$ cat src/rtl/bqc_pkg.sv
package bqc_pkg;
  localparam int unsigned BYTE_W   = 8;
  localparam int unsigned CADDR_W  = 16;
  localparam int unsigned PAGE_W   = 3;
  localparam int unsigned POFS_W   = 14;
  localparam int unsigned REGOFS_W = 4;

  localparam logic [REGOFS_W-1:0] OFS_CMP_HI = 4'h4;
  localparam logic [REGOFS_W-1:0] OFS_CMP_LO = 4'h5;
  localparam logic [REGOFS_W-1:0] OFS_EXT    = 4'h9;

  localparam int unsigned EXT_RWEN_BIT  = 7;
  localparam int unsigned EXT_RWVAL_BIT = 6;
  localparam int unsigned EXT_PGSEL_BIT = 5;
  localparam int unsigned EXT_HI_BIT    = 0;

  typedef struct packed {
    logic rw_en;
    logic rw_val;
    logic pg_sel;
    logic hi_bit;
  } ext_t;
endpackage

$ cat src/rtl/bqc_regs.sv
module bqc_regs
  import bqc_pkg::*;
#(
  parameter int unsigned DW  = BYTE_W,
  parameter int unsigned OW  = REGOFS_W,
  parameter int unsigned NB  = 2
) (
  input  logic             clk,
  input  logic             rst_n,
  input  logic             sys_rst,
  input  logic             keep_ext,
  input  logic             wr_en,
  input  logic [OW-1:0]    wr_ofs,
  input  logic [DW-1:0]    wr_data,
  output logic [NB*DW-1:0] cmp_q,
  output ext_t             ext_q
);

  // Compare bytes: byte 0 is the low byte
  for (genvar gi = 0; gi < NB; gi++) begin : g_byte
    localparam logic [OW-1:0] MY_OFS = (gi == 0) ? OFS_CMP_LO : OFS_CMP_HI;
    logic          byte_ce;
    logic [DW-1:0] byte_d;
    logic [DW-1:0] byte_r;

    always_comb begin
      byte_ce = sys_rst | (wr_en & (wr_ofs == MY_OFS));
      byte_d  = sys_rst ? '0 : wr_data;
    end

    always_ff @(posedge clk or negedge rst_n) begin
      if (!rst_n)       byte_r <= '0;
      else if (byte_ce) byte_r <= byte_d;
    end

    assign cmp_q[gi*DW +: DW] = byte_r;
  end

  // Extension register: only four bits are stored
  logic ext_ce;
  ext_t ext_d;

  always_comb begin
    ext_ce = (sys_rst & ~keep_ext) | (~sys_rst & wr_en & (wr_ofs == OFS_EXT));
    if (sys_rst) begin
      ext_d = '0;
    end else begin
      ext_d.rw_en  = wr_data[EXT_RWEN_BIT];
      ext_d.rw_val = wr_data[EXT_RWVAL_BIT];
      ext_d.pg_sel = wr_data[EXT_PGSEL_BIT];
      ext_d.hi_bit = wr_data[EXT_HI_BIT];
    end
  end

  always_ff @(posedge clk or negedge rst_n) begin
    if (!rst_n)      ext_q <= '0;
    else if (ext_ce) ext_q <= ext_d;
  end

endmodule

$ cat src/rtl/bqc_addr_form.sv
module bqc_addr_form
  import bqc_pkg::*;
#(
  parameter int unsigned AW = CADDR_W,
  parameter int unsigned PW = PAGE_W,
  parameter int unsigned FW = POFS_W,
  localparam int unsigned EW = AW + 1
) (
  input  logic [AW-1:0] addr,
  input  logic          paged,
  input  logic [PW-1:0] page,
  output logic [EW-1:0] eff_addr
);

  // Paged accesses form the address from page bits and the window offset
  always_comb begin
    if (paged) eff_addr = {page, addr[FW-1:0]};
    else       eff_addr = {1'b0, addr};
  end

endmodule

$ cat src/rtl/bqc_qual.sv
module bqc_qual
  import bqc_pkg::*;
#(
  parameter int unsigned AW = CADDR_W,
  localparam int unsigned EW = AW + 1
) (
  input  logic [EW-1:0] eff_addr,
  input  logic [AW-1:0] raw_addr,
  input  logic [AW-1:0] cmp_addr,
  input  ext_t          ext,
  input  logic          paged,
  input  logic          rd,
  input  logic          full_mode,
  input  logic          alt_rw_en,
  input  logic          alt_rw_val,
  output logic          hit
);

  logic addr_ok;
  logic page_ok;
  logic dir_ok;
  logic dir_en;
  logic dir_val;

  always_comb begin
    if (full_mode) begin
      addr_ok = (raw_addr == cmp_addr);
      page_ok = 1'b1;
      dir_en  = alt_rw_en;
      dir_val = alt_rw_val;
    end else begin
      addr_ok = (eff_addr[AW-1:0] == cmp_addr) && (eff_addr[AW] == ext.hi_bit);
      page_ok = (paged == ext.pg_sel);
      dir_en  = ext.rw_en;
      dir_val = ext.rw_val;
    end
    dir_ok = ~dir_en | (rd == dir_val);
    hit    = addr_ok & page_ok & dir_ok;
  end

endmodule

$ cat src/rtl/bqc_top.sv
module bqc_top
  import bqc_pkg::*;
#(
  parameter int unsigned DW = BYTE_W,
  parameter int unsigned AW = CADDR_W,
  parameter int unsigned PW = PAGE_W,
  parameter int unsigned FW = POFS_W,
  parameter int unsigned OW = REGOFS_W,
  localparam int unsigned NB = AW / DW,
  localparam int unsigned EW = AW + 1
) (
  input  logic          clk,
  input  logic          rst_n,
  input  logic          sys_rst,
  input  logic          dbg_on,
  input  logic          trig_start,
  input  logic          wr_en,
  input  logic [OW-1:0] wr_ofs,
  input  logic [DW-1:0] wr_data,
  input  logic          bus_valid,
  input  logic [AW-1:0] bus_addr,
  input  logic          bus_paged,
  input  logic [PW-1:0] bus_page,
  input  logic          bus_rd,
  input  logic          full_mode,
  input  logic          alt_rw_en,
  input  logic          alt_rw_val,
  output logic          match_q
);

  logic [AW-1:0] cmp_q;
  ext_t          ext_q;
  logic [EW-1:0] eff_addr;
  logic          hit;
  logic          keep_ext;
  logic          match_d;

  assign keep_ext = dbg_on & ~trig_start;

  bqc_regs #(.DW(DW), .OW(OW), .NB(NB)) i_regs (
    .clk      (clk),
    .rst_n    (rst_n),
    .sys_rst  (sys_rst),
    .keep_ext (keep_ext),
    .wr_en    (wr_en),
    .wr_ofs   (wr_ofs),
    .wr_data  (wr_data),
    .cmp_q    (cmp_q),
    .ext_q    (ext_q)
  );

  bqc_addr_form #(.AW(AW), .PW(PW), .FW(FW)) i_form (
    .addr     (bus_addr),
    .paged    (bus_paged),
    .page     (bus_page),
    .eff_addr (eff_addr)
  );

  bqc_qual #(.AW(AW)) i_qual (
    .eff_addr   (eff_addr),
    .raw_addr   (bus_addr),
    .cmp_addr   (cmp_q),
    .ext        (ext_q),
    .paged      (bus_paged),
    .rd         (bus_rd),
    .full_mode  (full_mode),
    .alt_rw_en  (alt_rw_en),
    .alt_rw_val (alt_rw_val),
    .hit        (hit)
  );

  always_comb begin
    match_d = bus_valid & hit;
  end

  always_ff @(posedge clk or negedge rst_n) begin
    if (!rst_n) match_q <= 1'b0;
    else        match_q <= match_d;
  end

endmodule

$ cat config.mk
export PLATFORM = sky130hd
export DESIGN_NAME = bqc_top
export DESIGN_NICKNAME = d
export VERILOG_FILES = /design/src/rtl/bqc_pkg.sv /design/src/rtl/bqc_regs.sv /design/src/rtl/bqc_addr_form.sv /design/src/rtl/bqc_qual.sv /design/src/rtl/bqc_top.sv
export SDC_FILE = /design/constraint.sdc
export NUM_CORES = 1
export LEC_CHECK = 0
export BUFFER_PORTS_ARGS = -buffer_cell sky130_fd_sc_hd__buf_2
export CAP_MARGIN = 20
export CORE_MARGIN = 5
export CORE_UTILIZATION = 40
export DETAILED_ROUTE_END_ITERATION = 10
export HOLD_SLACK_MARGIN = 0.15
export PLACE_DENSITY = 0.67
export SETUP_SLACK_MARGIN = 0.02
export SLEW_MARGIN = 20
export SYNTH_ARGS = -nofsm -noshare
export SYNTH_HDL_FRONTEND = slang
export SYNTH_HIERARCHICAL = 1
export SYNTH_SLANG_ARGS = --single-unit
$ cat constraint.sdc
create_clock -name clk -period 3.4 [get_ports clk]
set_input_delay 0.17 -clock clk [delete_from_list [all_inputs] [get_ports clk]]
set_output_delay 0.17 -clock clk [all_outputs]
set_load 0.1 [all_outputs]
; Word-level counts from Yosys, hierarchy flattened
; Cells that the tools add are included.
[word_totals]
regBits = 21
output_inout_bits = 1
wordCells = 40
[op_classes]
eq_ne = 8
mux = 7
bitwise_logic = 17
reduce_logical = 1
[ops]
columns = cell, count
row1 = $eq A16 B16 Y1, 2
row2 = $mux W17, 1
row3 = $and A1 B1 Y1, 9
row4 = $eq A4 B3 Y1 const B, 2
row5 = $mux W8, 1
row6 = $eq A4 B4 Y1 const B, 1
row7 = $mux W1, 4
row8 = $mux W4, 1
row9 = $not A1 Y1, 4
row10 = $or A1 B1 Y1, 4
row11 = $eq A1 B1 Y1, 3
row12 = $logic_and A1 B1 Y1, 1

; Depth between registers and ports, before layout
[depth]
word_depth = 7
ltp_mapped = 7
ltp_nobuf = 7

; Hierarchy
; The synthesis kept the hierarchy.
[by_module_without_submodules]
columns = mod, n_inst, cells_per_inst, area_each_um2, seq_area_each_um2
row1 = bqc_regs, 1, 83, 957.2, 500.5
row2 = bqc_qual, 1, 51, 422.9, 0.0
row3 = bqc_addr_form, 1, 17, 135.1, 0.0
row4 = bqc_top, 1, 3, 45.0, 25.0

; Worst setup path before layout
; Ideal clock, no wire load.
[synth_timing]
path_type = input to register
start = input bus_paged
end = register match_q
setup_ps = 66
arrival_ps = 1267
setup_slack_ps = 2067
stages = 7
path_buffers = 0
cell_sequence = mux2_2 xnor2_1 nand4_1 nor4_1 nand3_1 o41ai_2 and2_1
[synth_between]
elab_chain_len = 7
[synth_rtl]
columns = element, line_no
row1 = start: declaration, bqc_top.sv:22  ; input logic bus_paged,
row2 = $mux W17, bqc_addr_form.sv:17  ; if (paged) eff_addr = {page, addr[FW-1:0]};
row3 = $eq A16 B16 Y1 or $eq A1 B1 Y1 (tied branches), bqc_qual.sv:32  ; addr_ok = (eff_addr[AW-1:0] == cmp_addr) && (eff_addr[AW] == ext.hi_bit);
row4 = $logic_and A1 B1 Y1, bqc_qual.sv:32
row5 = $mux W1, bqc_qual.sv:26  ; if (full_mode) begin
row6 = $and A1 B1 Y1 (*) (2 in a row), bqc_qual.sv:38  ; hit = addr_ok & page_ok & dir_ok;
row7 = net hit, bqc_top.sv:34  ; logic hit;
row8 = $and A1 B1 Y1 (*), bqc_top.sv:73  ; match_d = bus_valid & hit;
row9 = net match_d, bqc_top.sv:36  ; logic match_d;
row10 = end signal: assignment, bqc_top.sv:78  ; else match_q <= match_d;
row11 = end: declaration, bqc_top.sv:28  ; output logic match_q
; Mark *: on every way through the listed nets, which the timed path passes. The rest lies on a longest branch.
; A chain may end at the register's enable or synchronous reset.

; Worst setup path after layout
[layout_timing]
start = register i_regs.g_byte[0].byte_r[6]
end = register match_q
[layout_between]
elab_chain_len = 6
[layout_rtl]
columns = element, line_no
row1 = start: declaration, bqc_regs.sv:24  ; logic [DW-1:0] byte_r;
row2 = start signal: assignment, bqc_regs.sv:33  ; else if (byte_ce) byte_r <= byte_d;
row3 = $eq A16 B16 Y1, bqc_qual.sv:32
row4 = $logic_and A1 B1 Y1, bqc_qual.sv:32
row5 = $mux W1 (*), bqc_qual.sv:26
row6 = $and A1 B1 Y1 (*) (2 in a row), bqc_qual.sv:38
row7 = net hit, bqc_top.sv:34
row8 = $and A1 B1 Y1 (*), bqc_top.sv:73
row9 = net match_d, bqc_top.sv:36
; Marked as above.

==> qor.csv <==
stage,metric,value,unit
pwr,swShare,25.7,%
sta,hold_viol_final,0,
synth,avgSynthCellArea,10.1,µm²
global_route,grt_pass1_vias,1272,
setup_path,r2r_cells,5,
sta,post-route-period-util,46.2,%
clock_network,cts_inserted_buffers,3,
finish,area_delta_synth_final,16.4,%
global_route,grt_pass1_wl,5.80,mm
route,wire_per_inst,15.1,µm
route,dr.pass1.iters,4,
finish,multi_input_comb_area,911,µm²
min_path,hp-start,wr_data[4],
setup_path,critPathRequiredTime,3.61,ns
sta,fin_setup_tns,0,ns
floorplan,start_util,42.0,%
pwr,pwr-share-clk,31.8,%
floorplan,die_h,72.5,µm
finish,antenna_cells,0,
floorplan,dieArea,5250,µm²
sta,min_period,1.57,ns
place,dp_hpwl,2.86,mm
floorplan,dieWidth,72.5,µm
global_route,grt-ovfl-total,0,
sta,finalSetupViolations,0,
clock_network,h-tree-depth,1,
setup_path,cp_data_arrival_time,1.78,ns
setup_path,path_class,flop to flop,
pwr,combPwrFrac,19.1,%
place,place.gp.congestion,0.876,
sta,tightest_slew,0.621,ns
floorplan,ios,44,
flow_run,drv_cap,0,
pwr,power_density,287,nW/µm²
pwr,ir_drop,0.0955,mV
sta,slew_violations,0,
route,finalWirelength,3.59,mm
synth,synth_fp_nets,197,
sta,skew,0.00139,ns
setup_path,cp-end-kind,flop,
route,drcViolationCount,0,
synth,ys_seq_area_share,33.7,%
synth,ys_types,26,
sta,whs,0.192,ns
floorplan,core_area,3720,µm²
route,vias,1153,
clock_network,postCtsResizedCells,0,
status,status,finished clean,
clock_network,cts_tree,done,
floorplan,rows,22,
pwr,internal_power,388,µW
synth,netlist_instances,154,
finish,final_core_util,48.9,%
setup_path,regToRegStartpoint,i_regs/g_byte[0].byte_r[6]$_DFFE_PN0P_,
route,drt_iter0_drc,30,
clock_network,cts_sinks,21,
global_route,antenna_found_initial,0,
sta,slew-limit-headroom,58.6,%
finish,fillers,370,
finish,register_area,526,µm²
global_route,grt_max_degree,28,
setup_path,critPathLaunchType,flop,
synth,ys.warnings.count,6,
min_path,hold_class,input pin to flop,
pwr,power_switching,134,µW
min_path,whs_path_depth,3,
pwr,seqPwrFrac,49.1,%
clock_network,clock_path_buffers,2,
setup_path,worst-path-max-fanout,3,
global_route,grt.total_usage,14.4,%
pwr,leakage,0.885,nW
clock_network,insertion_delay,0.26,ns
route,ant_nets,0,
route,viasPerCell,4.84,
sta,grt_setup_unrepaired,no,
place,io_buffers,43,
synth,syn_area,1560,µm²
synth,synth-seq-cells,21,
clock_network,path_clk_slew,0.07,ns
sta,max_freq,637,MHz
finish,drive_gt1_share,28.9,%
clock_network,root_buffer,clkbuf_8,
setup_path,r2r-end,match_q$_DFF_PN0_,
finish,nets,234,
setup_path,rrSetupSlack,1.83,ns
min_path,hold_end,i_regs/g_byte[0].byte_r[4]$_DFFE_PN0P_,
-- cells in the final DEF (no fill, tap or decap), types with 2 or more instances in the layout --
cell type,instances
xor2_1,20
nor4_2,2
nand3_1,6
buf_2,43
mux2_2,2
nand4_1,4
nand2_1,6
o211ai_1,4
dfrtp_1,21
nor4_1,3
mux2i_1,16
dlygate4sd3_1,6
xnor2_1,16
nand2b_1,26
clkbuf_8,3
-- power groups by stage --
stage / Clock, mW / Sequential (mW) / Combinational [mW]
floorplan: 0 / 0.260 / 0.0604
global placement: 0 / 0.261 / 0.0921
detailed placement: 0 / 0.261 / 0.0948
CTS: 0.169 / 0.256 / 0.100
global route: 0.177 / 0.257 / 0.110
finish: 0.166 / 0.256 / 0.0998
-- critical path: stages (launching register included) --
cell and delay (ns):
dfrtp_1 0.42, xor2_1 0.17, nor4_1 0.38, nand4_1 0.17, o41ai_2 0.22, and2_1 0.16
-- synth_stat cells --
| master | n | area share [%] |
|---|---|---|
| nor2_2 | 1 | 0.40 |
| and2_1 | 1 | 0.40 |
| o211ai_1 | 4 | 1.9 |
| nand4_1 | 4 | 1.6 |
| nand2b_1 | 26 | 10 |
| nor4_1 | 3 | 1.2 |
| xor2_1 | 20 | 11 |
| and4bb_2 | 1 | 0.80 |
| a21oi_1 | 1 | 0.32 |
| buf_4 | 14 | 6.7 |
| mux2_2 | 2 | 1.4 |
| nand2_1 | 6 | 1.4 |
| buf_6 | 1 | 0.72 |
| nor2b_1 | 1 | 0.40 |
| nand4bb_1 | 1 | 0.72 |
| dfrtp_1 | 21 | 34 |
| xnor2_1 | 16 | 9.0 |
| clkbuf_1 | 2 | 0.48 |
| mux2i_1 | 16 | 10 |
| nand3b_1 | 1 | 0.48 |
| and2_2 | 1 | 0.48 |
| nand3_1 | 6 | 1.9 |
| nor2b_4 | 1 | 0.88 |
| o41ai_2 | 1 | 1.0 |
| or3_1 | 1 | 0.40 |
| nor4_2 | 2 | 1.6 |
-- sequential cells by signal, summed over array words and instances (netlist names) --
signal and cells:
match_q 1, i_regs/g_byte.byte_r 16, i_regs/ext_q 4
-- cells by family (layout without fill, tap and decap cells) --
group,after synthesis,after routing,synth area share (%)
AND/OR/NAND/NOR,56,56,23.2
XOR/XNOR,36,36,20.2
buffers and inverters,17,53,7.94
multiplexers,18,18,11.7
AO/OA/AOI/OAI,6,6,3.29
flip-flops,21,21,33.7
-- final cells by class --
| cell class | instances | area share (%) |
|---|---|---|
| clock buffers | 4 | 2.48 |
| multi-input cells | 116 | 50.1 |
| flip-flops and latches | 21 | 28.9 |
| well taps | 48 | 3.31 |
| repair buffers | 49 | 15.2 |
-- per-layer routing --
metal	routed length, µm	track usage [%]	part of all wire [%]	vias to the layer above
li1	-	-	-	577
met5	0	0	0	-
met2	1660	23.7	46	43
met1	1600	17.6	45	524
met4	110	7.58	3.1	0
met3	217	2.91	6.0	9
-- worst max-delay path by stage --
| stage | startpoint | end | slack [ns] | cells past startpoint |
|---|---|---|---|---|
| 6_report | i_regs/g_byte[0].byte_r[6]$_DFFE_PN0P_ | match_q$_DFF_PN0_ | 1.83 | 5 |
| 5_1_grt | i_regs/g_byte[0].byte_r[6]$_DFFE_PN0P_ | match_q$_DFF_PN0_ | 1.72 | 5 |
| 4_1_cts | i_regs/g_byte[0].byte_r[7]$_DFFE_PN0P_ | match_q$_DFF_PN0_ | 1.83 | 5 |
| 3_5_place_dp | bus_paged | match_q$_DFF_PN0_ | 1.77 | 8 |
| 3_3_place_gp | bus_paged | match_q$_DFF_PN0_ | 1.84 | 8 |
| 2_1_floorplan | bus_paged | match_q$_DFF_PN0_ | 2.07 | 7 |
-- per-stage QoR --
step           cell area [µm²]  cells  power (mW)  setup slack [ns]
3_3_place_gp              1710    228       0.353              1.84
6_report                  1820    238       0.521              1.83
5_1_grt                   1820    238       0.543              1.72
3_5_place_dp              1710    228       0.356              1.77
4_1_cts                   1820    238       0.525              1.83
2_1_floorplan             1560    154       0.321              2.07
-- repair_timing --
item,in CTS,in global routing
hold buffers,6,0
endpoints found under the setup margin,0,0
buffers inserted,0,0
hold endpoints to repair,26,0
Note: power is estimated with default switching activity, not from simulation.
